File: src/rtl/eeprom_wr_pkg.sv
package eeprom_wr_pkg;

  // Strobes from the control FSM to the datapath.
  typedef struct packed {
    logic capture;   // load request fields into the datapath
    logic select;    // assert chip select on masked lanes
    logic weLow;     // assert write enable on masked lanes
    logic drive;     // drive the data bus
  } wr_strobe_t;

  // Convert a minimum time in ns to clock cycles, rounding up, at least one.
  function automatic int unsigned ns2cyc(input int unsigned ns, input int unsigned ps);
    longint unsigned c;
    c = (64'(ns) * 64'd1000 + 64'(ps) - 64'd1) / 64'(ps);
    if (c == 64'd0) c = 64'd1;
    return c[31:0];
  endfunction

  function automatic int unsigned maxU(input int unsigned a, input int unsigned b);
    return (a > b) ? a : b;
  endfunction

endpackage

File: src/rtl/eeprom_wr_ctrl.sv
module eeprom_wr_ctrl
  import eeprom_wr_pkg::*;
#(
  parameter int unsigned WP_CYC   = 10,
  parameter int unsigned HC_CYC   = 5,
  parameter int unsigned WIN_CYC  = 15000,
  parameter int unsigned PROG_CYC = 1000000
) (
  input  logic       clk,
  input  logic       rstN,
  input  logic       reqValid,
  input  logic       reqLast,
  input  logic       reqAny,
  output logic       reqReady,
  output logic       opDone,
  output logic       programming,
  output wr_strobe_t strobe
);

  localparam int unsigned CNT_MAX = maxU(maxU(WP_CYC, HC_CYC), PROG_CYC);
  localparam int unsigned CW      = $clog2(CNT_MAX + 1);
  localparam int unsigned WW      = $clog2(WIN_CYC + 1);
  localparam logic [CW-1:0] WP_LAST   = CW'(WP_CYC - 1);
  localparam logic [CW-1:0] HC_LAST   = CW'(HC_CYC - 1);
  localparam logic [CW-1:0] PROG_LAST = CW'(PROG_CYC - 1);
  // Acceptance at count w puts the next fall at w+2.
  localparam logic [WW-1:0] WIN_OPEN_MAX = WW'(WIN_CYC - 2);
  localparam logic [WW-1:0] WIN_SAT      = WW'(WIN_CYC - 1);

  typedef enum logic [2:0] {
    S_IDLE, S_SETUP, S_STROBE, S_HOLD, S_GAP, S_PROG
  } seq_state_t;

  seq_state_t    state;
  logic [CW-1:0] cnt;
  logic [WW-1:0] winCnt;
  logic          lastQ;
  logic          progLast;
  logic          doneQ;
  logic          windowOpen;
  logic          accept;

  assign windowOpen  = (winCnt <= WIN_OPEN_MAX);
  assign reqReady    = (state == S_IDLE) || ((state == S_GAP) && windowOpen);
  assign accept      = reqValid && reqReady;
  assign opDone      = doneQ;
  assign programming = (state == S_PROG);

  always_comb begin
    strobe.capture = accept && reqAny;
    strobe.select  = (state == S_SETUP) || (state == S_STROBE) || (state == S_HOLD);
    strobe.weLow   = (state == S_STROBE);
    strobe.drive   = strobe.select;
  end

  // Window age since the last write-enable fall, saturating.
  always_ff @(posedge clk or negedge rstN) begin
    if (!rstN) begin
      winCnt <= '0;
    end else if (state == S_SETUP) begin
      winCnt <= '0;
    end else if (winCnt != WIN_SAT) begin
      winCnt <= winCnt + 1'b1;
    end
  end

  always_ff @(posedge clk or negedge rstN) begin
    if (!rstN) begin
      state    <= S_IDLE;
      cnt      <= '0;
      lastQ    <= 1'b0;
      progLast <= 1'b0;
      doneQ    <= 1'b0;
    end else begin
      doneQ <= 1'b0;
      unique case (state)
        S_IDLE, S_GAP: begin
          if (accept) begin
            if (reqAny) begin
              state <= S_SETUP;
              lastQ <= reqLast;
            end else begin
              doneQ <= 1'b1;
            end
          end else if ((state == S_GAP) && (winCnt >= WIN_SAT)) begin
            state    <= S_PROG;
            cnt      <= '0;
            progLast <= 1'b0;
          end
        end
        S_SETUP: begin
          state <= S_STROBE;
          cnt   <= '0;
        end
        S_STROBE: begin
          if (cnt == WP_LAST) begin
            state <= S_HOLD;
            cnt   <= '0;
          end else begin
            cnt <= cnt + 1'b1;
          end
        end
        S_HOLD: begin
          if (cnt == HC_LAST) begin
            cnt <= '0;
            if (lastQ) begin
              state    <= S_PROG;
              progLast <= 1'b1;
            end else begin
              state <= S_GAP;
              doneQ <= 1'b1;
            end
          end else begin
            cnt <= cnt + 1'b1;
          end
        end
        S_PROG: begin
          if (cnt == PROG_LAST) begin
            state <= S_IDLE;
            cnt   <= '0;
            doneQ <= progLast;
          end else begin
            cnt <= cnt + 1'b1;
          end
        end
        default: state <= S_IDLE;
      endcase
    end
  end

endmodule

File: src/rtl/eeprom_wr_dpath.sv
module eeprom_wr_dpath
  import eeprom_wr_pkg::*;
#(
  parameter int unsigned ADDR_W = 17,
  parameter int unsigned LANES  = 4,
  parameter int unsigned LANE_W = 8
) (
  input  logic                    clk,
  input  logic                    rstN,
  input  wr_strobe_t              strobe,
  input  logic [ADDR_W-1:0]       reqAddr,
  input  logic [LANES*LANE_W-1:0] reqData,
  input  logic [LANES-1:0]        reqMask,
  output logic [ADDR_W-1:0]       memAddr,
  output logic [LANES*LANE_W-1:0] memDout,
  output logic                    memDoutEn,
  output logic                    memOeN,
  output logic [LANES-1:0]        memCsN,
  output logic [LANES-1:0]        memWeN
);

  logic [ADDR_W-1:0]       addrQ;
  logic [LANES*LANE_W-1:0] dataQ;
  logic [LANES-1:0]        maskQ;

  always_ff @(posedge clk or negedge rstN) begin
    if (!rstN) begin
      addrQ <= '0;
      dataQ <= '0;
      maskQ <= '0;
    end else if (strobe.capture) begin
      addrQ <= reqAddr;
      dataQ <= reqData;
      maskQ <= reqMask;
    end
  end

  assign memAddr   = addrQ;
  assign memDout   = dataQ;
  assign memDoutEn = strobe.drive;
  assign memOeN    = 1'b1;

  for (genvar g = 0; g < LANES; g++) begin : g_lane
    assign memCsN[g] = ~(strobe.select && maskQ[g]);
    assign memWeN[g] = ~(strobe.weLow  && maskQ[g]);
  end

endmodule

File: src/rtl/eeprom_wr_seq.sv
module eeprom_wr_seq
  import eeprom_wr_pkg::*;
#(
  parameter int unsigned ADDR_W    = 17,
  parameter int unsigned CLK_PS    = 10000,
  parameter int unsigned T_WP_NS   = 100,
  parameter int unsigned T_WPH_NS  = 50,
  parameter int unsigned T_DH_NS   = 10,
  parameter int unsigned T_AH_NS   = 100,
  parameter int unsigned T_WIN_NS  = 150000,
  parameter int unsigned T_PROG_NS = 10000000
) (
  input  logic              clk,
  input  logic              rstN,
  input  logic              reqValid,
  output logic              reqReady,
  input  logic [ADDR_W-1:0] reqAddr,
  input  logic [31:0]       reqData,
  input  logic [3:0]        reqMask,
  input  logic              reqLast,
  output logic              opDone,
  output logic              programming,
  output logic [ADDR_W-1:0] memAddr,
  output logic [31:0]       memDout,
  output logic              memDoutEn,
  output logic              memOeN,
  output logic [3:0]        memCsN,
  output logic [3:0]        memWeN
);

  localparam int unsigned LANES    = 4;
  localparam int unsigned LANE_W   = 8;
  localparam int unsigned WP_CYC   = ns2cyc(T_WP_NS, CLK_PS);
  localparam int unsigned AH_CYC   = ns2cyc(T_AH_NS, CLK_PS);
  localparam int unsigned AH_REST  = (AH_CYC > WP_CYC) ? (AH_CYC - WP_CYC) : 1;
  localparam int unsigned HC_CYC   = maxU(maxU(ns2cyc(T_DH_NS, CLK_PS), ns2cyc(T_WPH_NS, CLK_PS)), AH_REST);
  localparam int unsigned WIN_CYC  = ns2cyc(T_WIN_NS, CLK_PS);
  localparam int unsigned PROG_CYC = ns2cyc(T_PROG_NS, CLK_PS);

  wr_strobe_t strobe;

  eeprom_wr_ctrl #(
    .WP_CYC  (WP_CYC),
    .HC_CYC  (HC_CYC),
    .WIN_CYC (WIN_CYC),
    .PROG_CYC(PROG_CYC)
  ) u_ctrl (
    .clk        (clk),
    .rstN       (rstN),
    .reqValid   (reqValid),
    .reqLast    (reqLast),
    .reqAny     (|reqMask),
    .reqReady   (reqReady),
    .opDone     (opDone),
    .programming(programming),
    .strobe     (strobe)
  );

  eeprom_wr_dpath #(
    .ADDR_W(ADDR_W),
    .LANES (LANES),
    .LANE_W(LANE_W)
  ) u_dpath (
    .clk      (clk),
    .rstN     (rstN),
    .strobe   (strobe),
    .reqAddr  (reqAddr),
    .reqData  (reqData),
    .reqMask  (reqMask),
    .memAddr  (memAddr),
    .memDout  (memDout),
    .memDoutEn(memDoutEn),
    .memOeN   (memOeN),
    .memCsN   (memCsN),
    .memWeN   (memWeN)
  );

endmodule

File: config.mk
export PLATFORM = sky130hd
export DESIGN_NAME = eeprom_wr_seq
export DESIGN_NICKNAME = d
export VERILOG_FILES = /design/src/rtl/eeprom_wr_pkg.sv /design/src/rtl/eeprom_wr_ctrl.sv /design/src/rtl/eeprom_wr_dpath.sv /design/src/rtl/eeprom_wr_seq.sv
export SDC_FILE = /design/constraint.sdc
export NUM_CORES = 1
export LEC_CHECK = 0
export BUFFER_PORTS_ARGS = -buffer_cell sky130_fd_sc_hd__buf_2
export CAP_MARGIN = 20
export CORE_AREA = 2 2 95 97
export CTS_CLUSTER_DIAMETER = 50
export DETAILED_ROUTE_END_ITERATION = 7
export DIE_AREA = 0 0 97 99
export PLACE_DENSITY = 0.77
export SKIP_LAST_GASP = 1
export SLEW_MARGIN = 20
export SYNTH_ARGS = -nofsm -noshare
export SYNTH_HDL_FRONTEND = slang
export SYNTH_SLANG_ARGS = --single-unit
File: constraint.sdc
create_clock -name clk -period 3.1 [get_ports clk]
set_input_delay 0.155 -clock clk [delete_from_list [all_inputs] [get_ports clk]]
set_output_delay 0.155 -clock clk [all_outputs]
set_load 0.01 [all_outputs]
==> metrics, run 1 <==
H-tree depth 3; period utilization 81.9%; status finished, final reports clean; Critical Path RT 3.34 ns; register area share after synthesis 53.1%; leading cell type in the layout, fill and taps excluded buf_2; Primary FF master, synth dfrtp_1; # rows 34; Post-Route Setup TNS 0 ns; via count 3573; PD cells 831 mW/mm²; Final HPWL DP 6.58 mm; Finished Layout Cells 652; synthesized area per cell 11.3 µm²; Post-Synthesis Cells 387; Mapped Area 0.00438 mm²; Initial Util 51.2%; Inserted Diodes 0; Yosys cell types 47; final WL 10.1 mm; Max Clk Rate 394 MHz; Setup WS post-layout 0.560 ns; R2R cell count 6; Die Y 99 µm; Max Cap Viol 0; Residual DRC 0; worst slew pin tran 0.967 ns; peak supply drop 360 µV; CORE AREA 0.00855 mm²; Sequential Area 0.00233 mm²; Final Critical Period 2.54 ns; Hold WC Path Type primary input to flop; initial antenna violation count 0; Starting DRT DRC Count 250; multi-input logic area 0.00191 mm²; CTS Root Cell clkbuf_8; io pins 119; Rel. slew slack 35.5%; fill count 658; Net Count, Synth 449; worst-skew pair later-pin latency 0.37 ns; placed cell areas 0.00507 mm²; Resized cells post-CTS 0; Critical Path Source Type flop; Crit Path Max Fanout 21; nets 601; DRT Pass-1 Iters 4; fin. max-slew vios 0; Async SR Flop Fraction 100%; Hold Violations, Final 0; Inst Count DP 601; Worst Path Arrival 2.78 ns; #FFs+latches synth 93; first-pass GRT wire length 16.4 mm; CTS Buf Count 9; placer congestion estimate 0.867; Die ar. 0.00960 mm²; number of synthesized flops with an enable pin 0; YS warnings 0; Setup Fix Bufs, Post-CTS 0; pre-CTS setup slack 0.572 ns; final setup skew 0.0170 ns; hold buffers post-CTS 33; clk sink count 93; global route overflow 0; count of input and output buffers 117; all-layer global routing usage 20.9%; P&R area growth vs syn 27.9%; final setup violation count 0; TritonCTS clock tree done; Worst Hold Depth 2; number of global-route vias before repair 3492; commonest non-fill, non-tap cells in the layout buf_2 (116), dfrtp_1 (93), mux2_1 (55); RSZ-0062 raised after global routing false; Die Span X 97 µm; clock buffer depth 2; Routed WL per cell 15.5 µm; Final ANT Viol Nets 0; DR vias/cell 5.48; share of layout cells above drive strength 1 27.6%; critical path class flop to flop; largest net degree at the start of global routing 78; leak pwr 2.63 nW; Final Cell Area 0.00560 mm²; CTS clk-pin slew, worst paths 0.10 ns; CP Capture Type flop
-- critical path, cell delays in order, from the launching register on --
cell and delay, ns:
dfrtp_1 0.46, nor4_1 0.42, nand4_2 0.24, o31ai_4 0.32, nand3_2 0.38, o21bai_1 0.30
mux2_1 0.31
-- kinds of logic after synthesis --
group	share of synthesized area, %
buffers and inverters	3.37
and+or+nand+nor	14.7
AOI/OAI and AO/OA	11.1
xor gates and xnor gates	2.00
other	0.0856
DFF	53.1
muxes	14.1
adders and majority gates	1.43
-- sequential cells by signal (all words and copies together) (netlist names) --
signal	count
u_ctrl.winCnt	14
u_dpath.maskQ	4
u_ctrl.cnt	20
u_dpath.memDout	32
u_ctrl.progLast	1
u_dpath.memAddr	17
u_ctrl.opDone	1
u_ctrl.lastQ	1
u_ctrl.state	3
-- stage by stage --
step / util, % / power, W / hold slack (ns)
global route: 65.5 / 0.00499 / 0.000973
finish: 65.5 / 0.00466 / 0.00834
CTS: 65.3 / 0.00467 / 0.000299
floorplan: - / 0.00314 / -0.141
detailed placement: 59.3 / 0.00386 / 0.372
global placement: 59.3 / 0.00378 / 0.359
-- cell usage after synthesis (all sizes together), types with 4 or more instances --
cell type / number / area, µm²
o21ai: 13 / 65.1
clkbuf: 7 / 26.3
nand3: 17 / 95.1
ha: 5 / 62.6
nor3: 6 / 41.3
a41oi: 4 / 35.0
xor2: 7 / 61.3
nand4: 8 / 56.3
o211ai: 5 / 37.5
a21oi: 14 / 70.1
o31ai: 4 / 62.6
and3: 5 / 31.3
mux2: 55 / 619
and2: 4 / 25.0
a31oi: 18 / 113
nor2: 24 / 90.1
dfrtp: 93 / 2330
inv: 11 / 41.3
buf: 12 / 80.1
nor4: 4 / 31.3
nand2: 38 / 143
and4: 4 / 35.0
a21o: 4 / 30.0
-- layout make-up --
cell class | count | area share [%]
clock buffer | 9 | 2.21
multi-input combinational | 264 | 34.0
sequential | 93 | 41.5
clock inverter | 7 | 1.07
inverter | 11 | 0.737
tap | 108 | 2.41
timing repair buffer | 160 | 18.0
-- final timing paths --
path,from,end,slack [ns]
setup / recovery,u_ctrl.cnt[8],u_ctrl.state[2],0.56
min in group asynchronous,rstN,u_ctrl.winCnt[5],0.48
hold / removal,reqData[2],u_dpath.memDout[2],0.008
hold reg to reg,u_dpath.memDout[15],u_dpath.memDout[15],0.49
max in group asynchronous,rstN,u_dpath.memAddr[12],1.88
setup reg to reg,u_ctrl.cnt[8],u_ctrl.state[2],0.56
-- metal layers --
| layer | share of wire (%) | GRT usage [%] | vias to the layer above |
|---|---|---|---|
| li1 | - | - | 1713 |
| met1 | 45 | 27.8 | 1741 |
| met2 | 49 | 34.3 | 108 |
| met3 | 5.2 | 4.54 | 11 |
| met4 | 1.4 | 7.26 | 0 |
| met5 | 0 | 0 | - |
-- where the power goes --
part | leakage [nW] | switching [W] | total [W] | internal, W
combinational | 1.37 | 0.00105 | 0.00190 | 0.000849
sequential | 1.16 | 0.000335 | 0.00199 | 0.00165
clock | 0.0973 | 0.000458 | 0.000768 | 0.000310
No activity file was read; power rests on OpenSTA's default activity.
==> inputs of run 2 (changes only) <==
--- a/config.mk
+++ b/config.mk
@@ -5,13 +5,14 @@
 export SDC_FILE = /design/constraint.sdc
 export NUM_CORES = 1
 export LEC_CHECK = 0
+export ABC_AREA = 1
 export BUFFER_PORTS_ARGS = -buffer_cell sky130_fd_sc_hd__buf_2
 export CAP_MARGIN = 20
-export CORE_AREA = 2 2 95 97
+export CORE_AREA = 2 2 103 105
 export CTS_CLUSTER_DIAMETER = 50
 export DETAILED_ROUTE_END_ITERATION = 7
-export DIE_AREA = 0 0 97 99
-export PLACE_DENSITY = 0.77
+export DIE_AREA = 0 0 105 107
+export PLACE_DENSITY = 0.79
 export SKIP_LAST_GASP = 1
 export SLEW_MARGIN = 20
 export SYNTH_ARGS = -nofsm -noshare
==> constraint.sdc (replaced) <==
create_clock -name clk -period 2.7 [get_ports clk]
set_input_delay 0.135 -clock clk [delete_from_list [all_inputs] [get_ports clk]]
set_output_delay 0.135 -clock clk [all_outputs]
set_load 0.01 [all_outputs]
==> run 2 against run 1 <==
  * First-iteration DRC count grew 3.2%
  * Flip-flop and latch count is the same
  * Sequential power shrank 30%
  * Die area increased by 17%
  * Total power shrank 47%
  * Count of clock-buffer cells in the layout grew 2
  * Combinational power is 91% lower
  * Worst hold slack better by 0.19 ns
  * Core utilization up 3.1 points
  * Sequential share of layout area shrank 7.9 points
  * Via count up 42%
  * Maximum frequency grew 16%
  * Highest routed layer unchanged
==> metrics, run 2 <==
worst slew pin tran 0.548 ns; status finished, final reports clean; Die Y 107 µm; worst hold start reqValid; clock buffer depth 2; CTS Root Cell clkbuf_8; via count 5071; Yosys cell types 38; CORE AREA 0.0101 mm²; DR vias/cell 5.16; Max Clk Rate 456 MHz; Post-Synthesis Cells 664; Critical Path RT 2.96 ns; Residual DRC 0; fill count 744; period utilization 81.1%; Finished Layout Cells 982; Critical Path Source Type flop; RSZ-0062 raised after global routing false; first-pass GRT wire length 24.3 mm; all-layer global routing usage 27.1%; Hold WC Path Type primary input to flop; #FFs+latches synth 93; Die Span X 105 µm; P&R area growth vs syn 26.1%; final WL 14.6 mm; Rel. slew slack 63.5%; post-synth top area share 42.3%; pre-CTS setup slack 0.545 ns; io pins 119; final setup skew 0.0115 ns; top post-synthesis cells by area dfrtp_1 (42%), nand2_1 (12%), nand2_4 (10%), nand2_2 (6.0%), nor2_1 (4.4%); Starting DRT DRC Count 258; share of layout cells above drive strength 1 32.8%; placed cell areas 0.00619 mm²; peak supply drop 247 µV; Mapped Area 0.00550 mm²; leak pwr 3.88 nW; global route overflow 0; TritonCTS clock tree done; Synth area leader dfrtp_1; H-tree depth 3; largest net degree at the start of global routing 94; PD cells 356 mW/mm²; Worst Path Arrival 2.45 ns; Die ar. 0.0112 mm²; Net Count, Synth 726; synthesized area per cell 8.28 µm²; Worst Hold Depth 3; clk sink count 93; R2R setup slack 0.51 ns; fin. max-slew vios 0; max reg flops 32; total power 0.00246 W; reg2reg end u_ctrl.state[1]; Routed WL per cell 14.9 µm; Initial Util 54.5%; Final Critical Period 2.19 ns; Async SR Flop Fraction 100%; # rows 37; final setup violation count 0; register area share after synthesis 42.3%; placer congestion estimate 0.942; worst-skew pair later-pin latency 0.37 ns; Crit Path Max Fanout 54; Primary FF master, synth dfrtp_1; nets 903; top-count cell post-synth nand2_1; CTS clk-pin slew, worst paths 0.09 ns; Inst Count DP 911; Setup WS post-layout 0.509 ns; Final ANT Viol Nets 0; number of synthesized flops with an enable pin 0; critical path class flop to flop; count of input and output buffers 117; commonest cells in the netlist nand2_1 (181), dfrtp_1 (93), nor2_1 (65), nand2_2 (53); Final Cell Area 0.00693 mm²; Hold Path Sink u_ctrl.opDone; number of global-route vias before repair 5150; YS warnings 0; Max Cap Viol 0; initial antenna violation count 1; CTS Buf Count 9; R2R cell count 11; DRT Pass-1 Iters 5; commonest non-fill, non-tap cells in the layout nand2_1 (181), buf_2 (116), dfrtp_1 (93); Critical R2R Launch u_ctrl.winCnt[0]; Hold Violations, Final 0; CP Capture Type flop; leading cell type in the layout, fill and taps excluded nand2_1; Final HPWL DP 9.13 mm; Post-Route Setup TNS 0 ns
[run 2: stage by stage]
stage	util, %	hold WS, ns
floorplan	-	-0.161
global placement	61.4	0.225
detailed placement	61.4	0.225
CTS	68.6	0.200
global route	68.7	0.216
finish	68.7	0.202
[run 2: layout make-up]
type                    instances  area [µm²]  area share, %
diodes                          1        2.50         0.0361
clock buffers                  11         131           1.90
clock inverters                 4        50.0          0.722
inverters                      59         229           3.30
multi-input cells             496        2780           40.1
flip-flops and latches         93        2330           33.6
well taps                     136         170           2.46
repair buffers                182        1240           17.9
[run 2: what timing repair did]
item / 4_1_cts / 5_1_grt
hold buffers: 55 / 0
hold endpoints to repair: 147 / 0
setup buffers: 0 / 0
resized for setup: 0 / 0
[run 2: worst max-delay path by stage]
stage                           end  cells past startpoint        startpoint
floorplan             u_ctrl.cnt[0]                     10     u_ctrl.cnt[0]
global placement    u_ctrl.state[1]                     11  u_ctrl.winCnt[0]
detailed placement  u_ctrl.state[1]                     11  u_ctrl.winCnt[0]
CTS                 u_ctrl.state[1]                     11  u_ctrl.winCnt[0]
global route        u_ctrl.state[2]                     11  u_ctrl.winCnt[0]
finish              u_ctrl.state[1]                     11  u_ctrl.winCnt[0]
[run 2: logic make-up after synthesis]
family	after synthesis	synth area share, %
AND/OR/NAND/NOR	432	41.9
flip-flops	93	42.3
buffers and inverters	75	7.06
AO/OA/AOI/OAI	47	5.69
XOR/XNOR	11	1.75
adder cells (fa/ha/maj)	5	1.14
other	1	0.0682
[run 2: critical path: stages, from the launching register on]
cell,delay [ns]
dfrtp_1,0.42
inv_1,0.07
ha_1,0.20
nand3_1,0.08
nor2_1,0.05
nor2_1,0.20
nand2_4,0.10
nand4_4,0.10
buf_4,0.48
nand2_1,0.20
nand3_1,0.11
nand2_1,0.06
[run 2: report_power, final]
part	internal [W]	total (W)	switching, W	leakage, nW
clock	0.000422	0.000910	0.000488	0.0854
sequential	0.00139	0.00139	0	1.26
combinational	0.0000852	0.000163	0.0000774	2.53
total	0.00190	0.00246	0.000565	3.88
[run 2: metal layers]
layer / up-vias / global-route usage [%] / wire length (µm)
met3: 47 / 5.59 / 991
li1: 2443 / - / -
met4: 0 / 12.5 / 503
met2: 213 / 45.1 / 7080
met5: - / 0 / 0
met1: 2368 / 34.1 / 6040
==> inputs of run 3 (changes only) <==
--- a/config.mk
+++ b/config.mk
@@ -8,11 +8,11 @@
 export ABC_AREA = 1
 export BUFFER_PORTS_ARGS = -buffer_cell sky130_fd_sc_hd__buf_2
 export CAP_MARGIN = 20
-export CORE_AREA = 2 2 103 105
+export CORE_AREA = 2 2 108 110
 export CTS_CLUSTER_DIAMETER = 50
 export DETAILED_ROUTE_END_ITERATION = 7
-export DIE_AREA = 0 0 105 107
-export PLACE_DENSITY = 0.79
+export DIE_AREA = 0 0 110 112
+export PLACE_DENSITY = 0.75
 export SKIP_LAST_GASP = 1
 export SLEW_MARGIN = 20
 export SYNTH_ARGS = -nofsm -noshare
==> constraint.sdc (replaced) <==
create_clock -name clk -period 2 [get_ports clk]
set_input_delay 0.1 -clock clk [delete_from_list [all_inputs] [get_ports clk]]
set_output_delay 0.1 -clock clk [all_outputs]
set_load 0.01 [all_outputs]
==> run 3 against run 2 <==
  * Maximum frequency increased by 18%
  * Core utilization decreased by 4.5 points
  * Combinational power up 36%
  * Clock skew down 0.0020 ns
  * Clock power is 92% higher
  * Via count rose by 1.2%
  * Worst hold slack improved by 0.042 ns
  * Sequential share of layout area fell by 1.1 points
==> metrics, run 3 (synthesized netlist as in run 2, its figures left out) <==
all-layer global routing usage 26.0%; DR vias/cell 5.14; count of input and output buffers 117; via count 5132; CTS Buf Count 9; first-pass GRT wire length 25.1 mm; final WL 14.9 mm; Die Y 112 µm; Final ANT Viol Nets 0; share of layout cells above drive strength 1 33.8%; Final Critical Period 1.86 ns; CTS Root Cell clkbuf_16; R2R setup slack 0.14 ns; Routed WL per cell 14.9 µm; Hold Violations, Final 0; nets 913; final setup skew 0.00957 ns; Die Span X 110 µm; number of global-route vias before repair 5306; CORE AREA 0.0112 mm²; fin. max-slew vios 0; Max Clk Rate 538 MHz; Starting DRT DRC Count 266; M2 GR Usage 42.1%; Final Core Density 64.1%; PD cells 537 mW/mm²; R2R cell count 12; CP endpoint u_dpath.memDout[16]; global route overflow 0; busiest layer in global routing met2; Crit. Startpoint u_ctrl.winCnt[8]; Initial Util 49.2%; io pins 119; Critical R2R Launch u_ctrl.winCnt[8]; Max Cap Viol 0; grt met1 use 33.2%; clk sink count 93; Crit Path Max Fanout 10; CP bufs+invs 3; Post-Route Setup TNS 0 ns; Die ar. 0.0123 mm²; slowest cell on the critical path dfrtp_1; Sequential Area 0.00233 mm²; CTS clk-pin slew, worst paths 0.07 ns; met3 usage 6.38%; worst-skew pair later-pin latency 0.35 ns; placer congestion estimate 0.985; status finished, final reports clean; RSZ-0062 raised after global routing false; clock buffer depth 2; final setup violation count 0; worst hold start reqValid; Critical Path Source Type flop; critical path class flop to flop; Finished Layout Cells 999; Worst Path Arrival 2.15 ns; commonest non-fill, non-tap cells in the layout nand2_1 (181), buf_2 (116), dfrtp_1 (93); Final HPWL DP 9.61 mm; TritonCTS clock tree done; Top cell by count, worst path nand2_1; leak pwr 4.00 nW; worst slew pin tran 0.524 ns; largest net degree at the start of global routing 54; # rows 39; Hold WC Path Type primary input to flop; multi-input logic area 0.00278 mm²; CP Capture Type flop; reg2reg end u_dpath.memDout[16]; fill count 826; Critical Path RT 2.29 ns; H-tree depth 3; Crit path max-delay family simple AND/OR/NAND/NOR gates; P&R area growth vs syn 30.4%; period utilization 92.9%; Inst Count DP 928; Inserted Diodes 0; max reg flops 32; Resized cells post-CTS 0; initial antenna violation count 0; leading cell type in the layout, fill and taps excluded nand2_1; peak supply drop 444 µV; crit-path cells inv_1, nand2_1, nor2_1, nand2_1, nor2_1, nor2_1, nand2_4, nand4_4, inv_8, buf_4, nand2_1, nand2_1; DRT Pass-1 Iters 5; Worst path depth 12; Residual DRC 0; Rel. slew slack 64.6%; max incr delay on CP 0.40 ns
[run 3: how the worst min path moves through the flow]
stage                                     end  slack, ns  cells after the start
after global routing      u_dpath.memDout[26]       0.28                      5
final                         u_ctrl.progLast       0.24                      5
after global placement          u_ctrl.cnt[8]       0.11                      1
after CTS                     u_ctrl.progLast       0.24                      5
after floorplan                 u_ctrl.cnt[0]      -0.20                      0
after detailed placement        u_ctrl.cnt[8]       0.11                      1
[run 3: area by class of cell]
cell class	instances	area share, %
clock inverters	6	0.961
multi-input cells	496	38.8
well taps	143	2.50
flip-flops and latches	93	32.5
inverters	59	3.20
clock buffers	10	3.20
repair buffers	192	18.9
[run 3: layer usage]
layer,vias to the layer above,wire [µm]
li1,2469,-
met1,2436,6300
met2,190,7300
met3,37,953
met4,0,341
met5,-,0
[run 3: through the flow]
stage	setup WS, ns	hold WS, ns	power [W]	area, µm²
final	0.141	0.245	0.00385	7160
after global routing	0.00176	0.279	0.00397	7160
after CTS	0.201	0.237	0.00386	7160
after detailed placement	0.215	0.112	0.00205	6320
after global placement	0.237	0.111	0.00205	6320
after floorplan	0.220	-0.196	0.00192	5500
[run 3: timing repair]
item | in CTS | in global routing
hold buffers | 55 | 0
hold endpoints to repair | 89 | 0
buffers inserted | 0 | 0
endpoints found under the setup margin | 0 | 0
[run 3: worst min-delay path: stages]
cell and delay [ns]:
buf_2 0.14, nand3_2 0.11, nand4_1 0.09, nand2_1 0.06
nand2_1 0.04
[run 3: report_power, final]
part           switching, W  leakage, nW  internal [W]
clock              0.000769        0.143      0.000979
combinational      0.000107         2.59      0.000115
sequential                0         1.26       0.00188
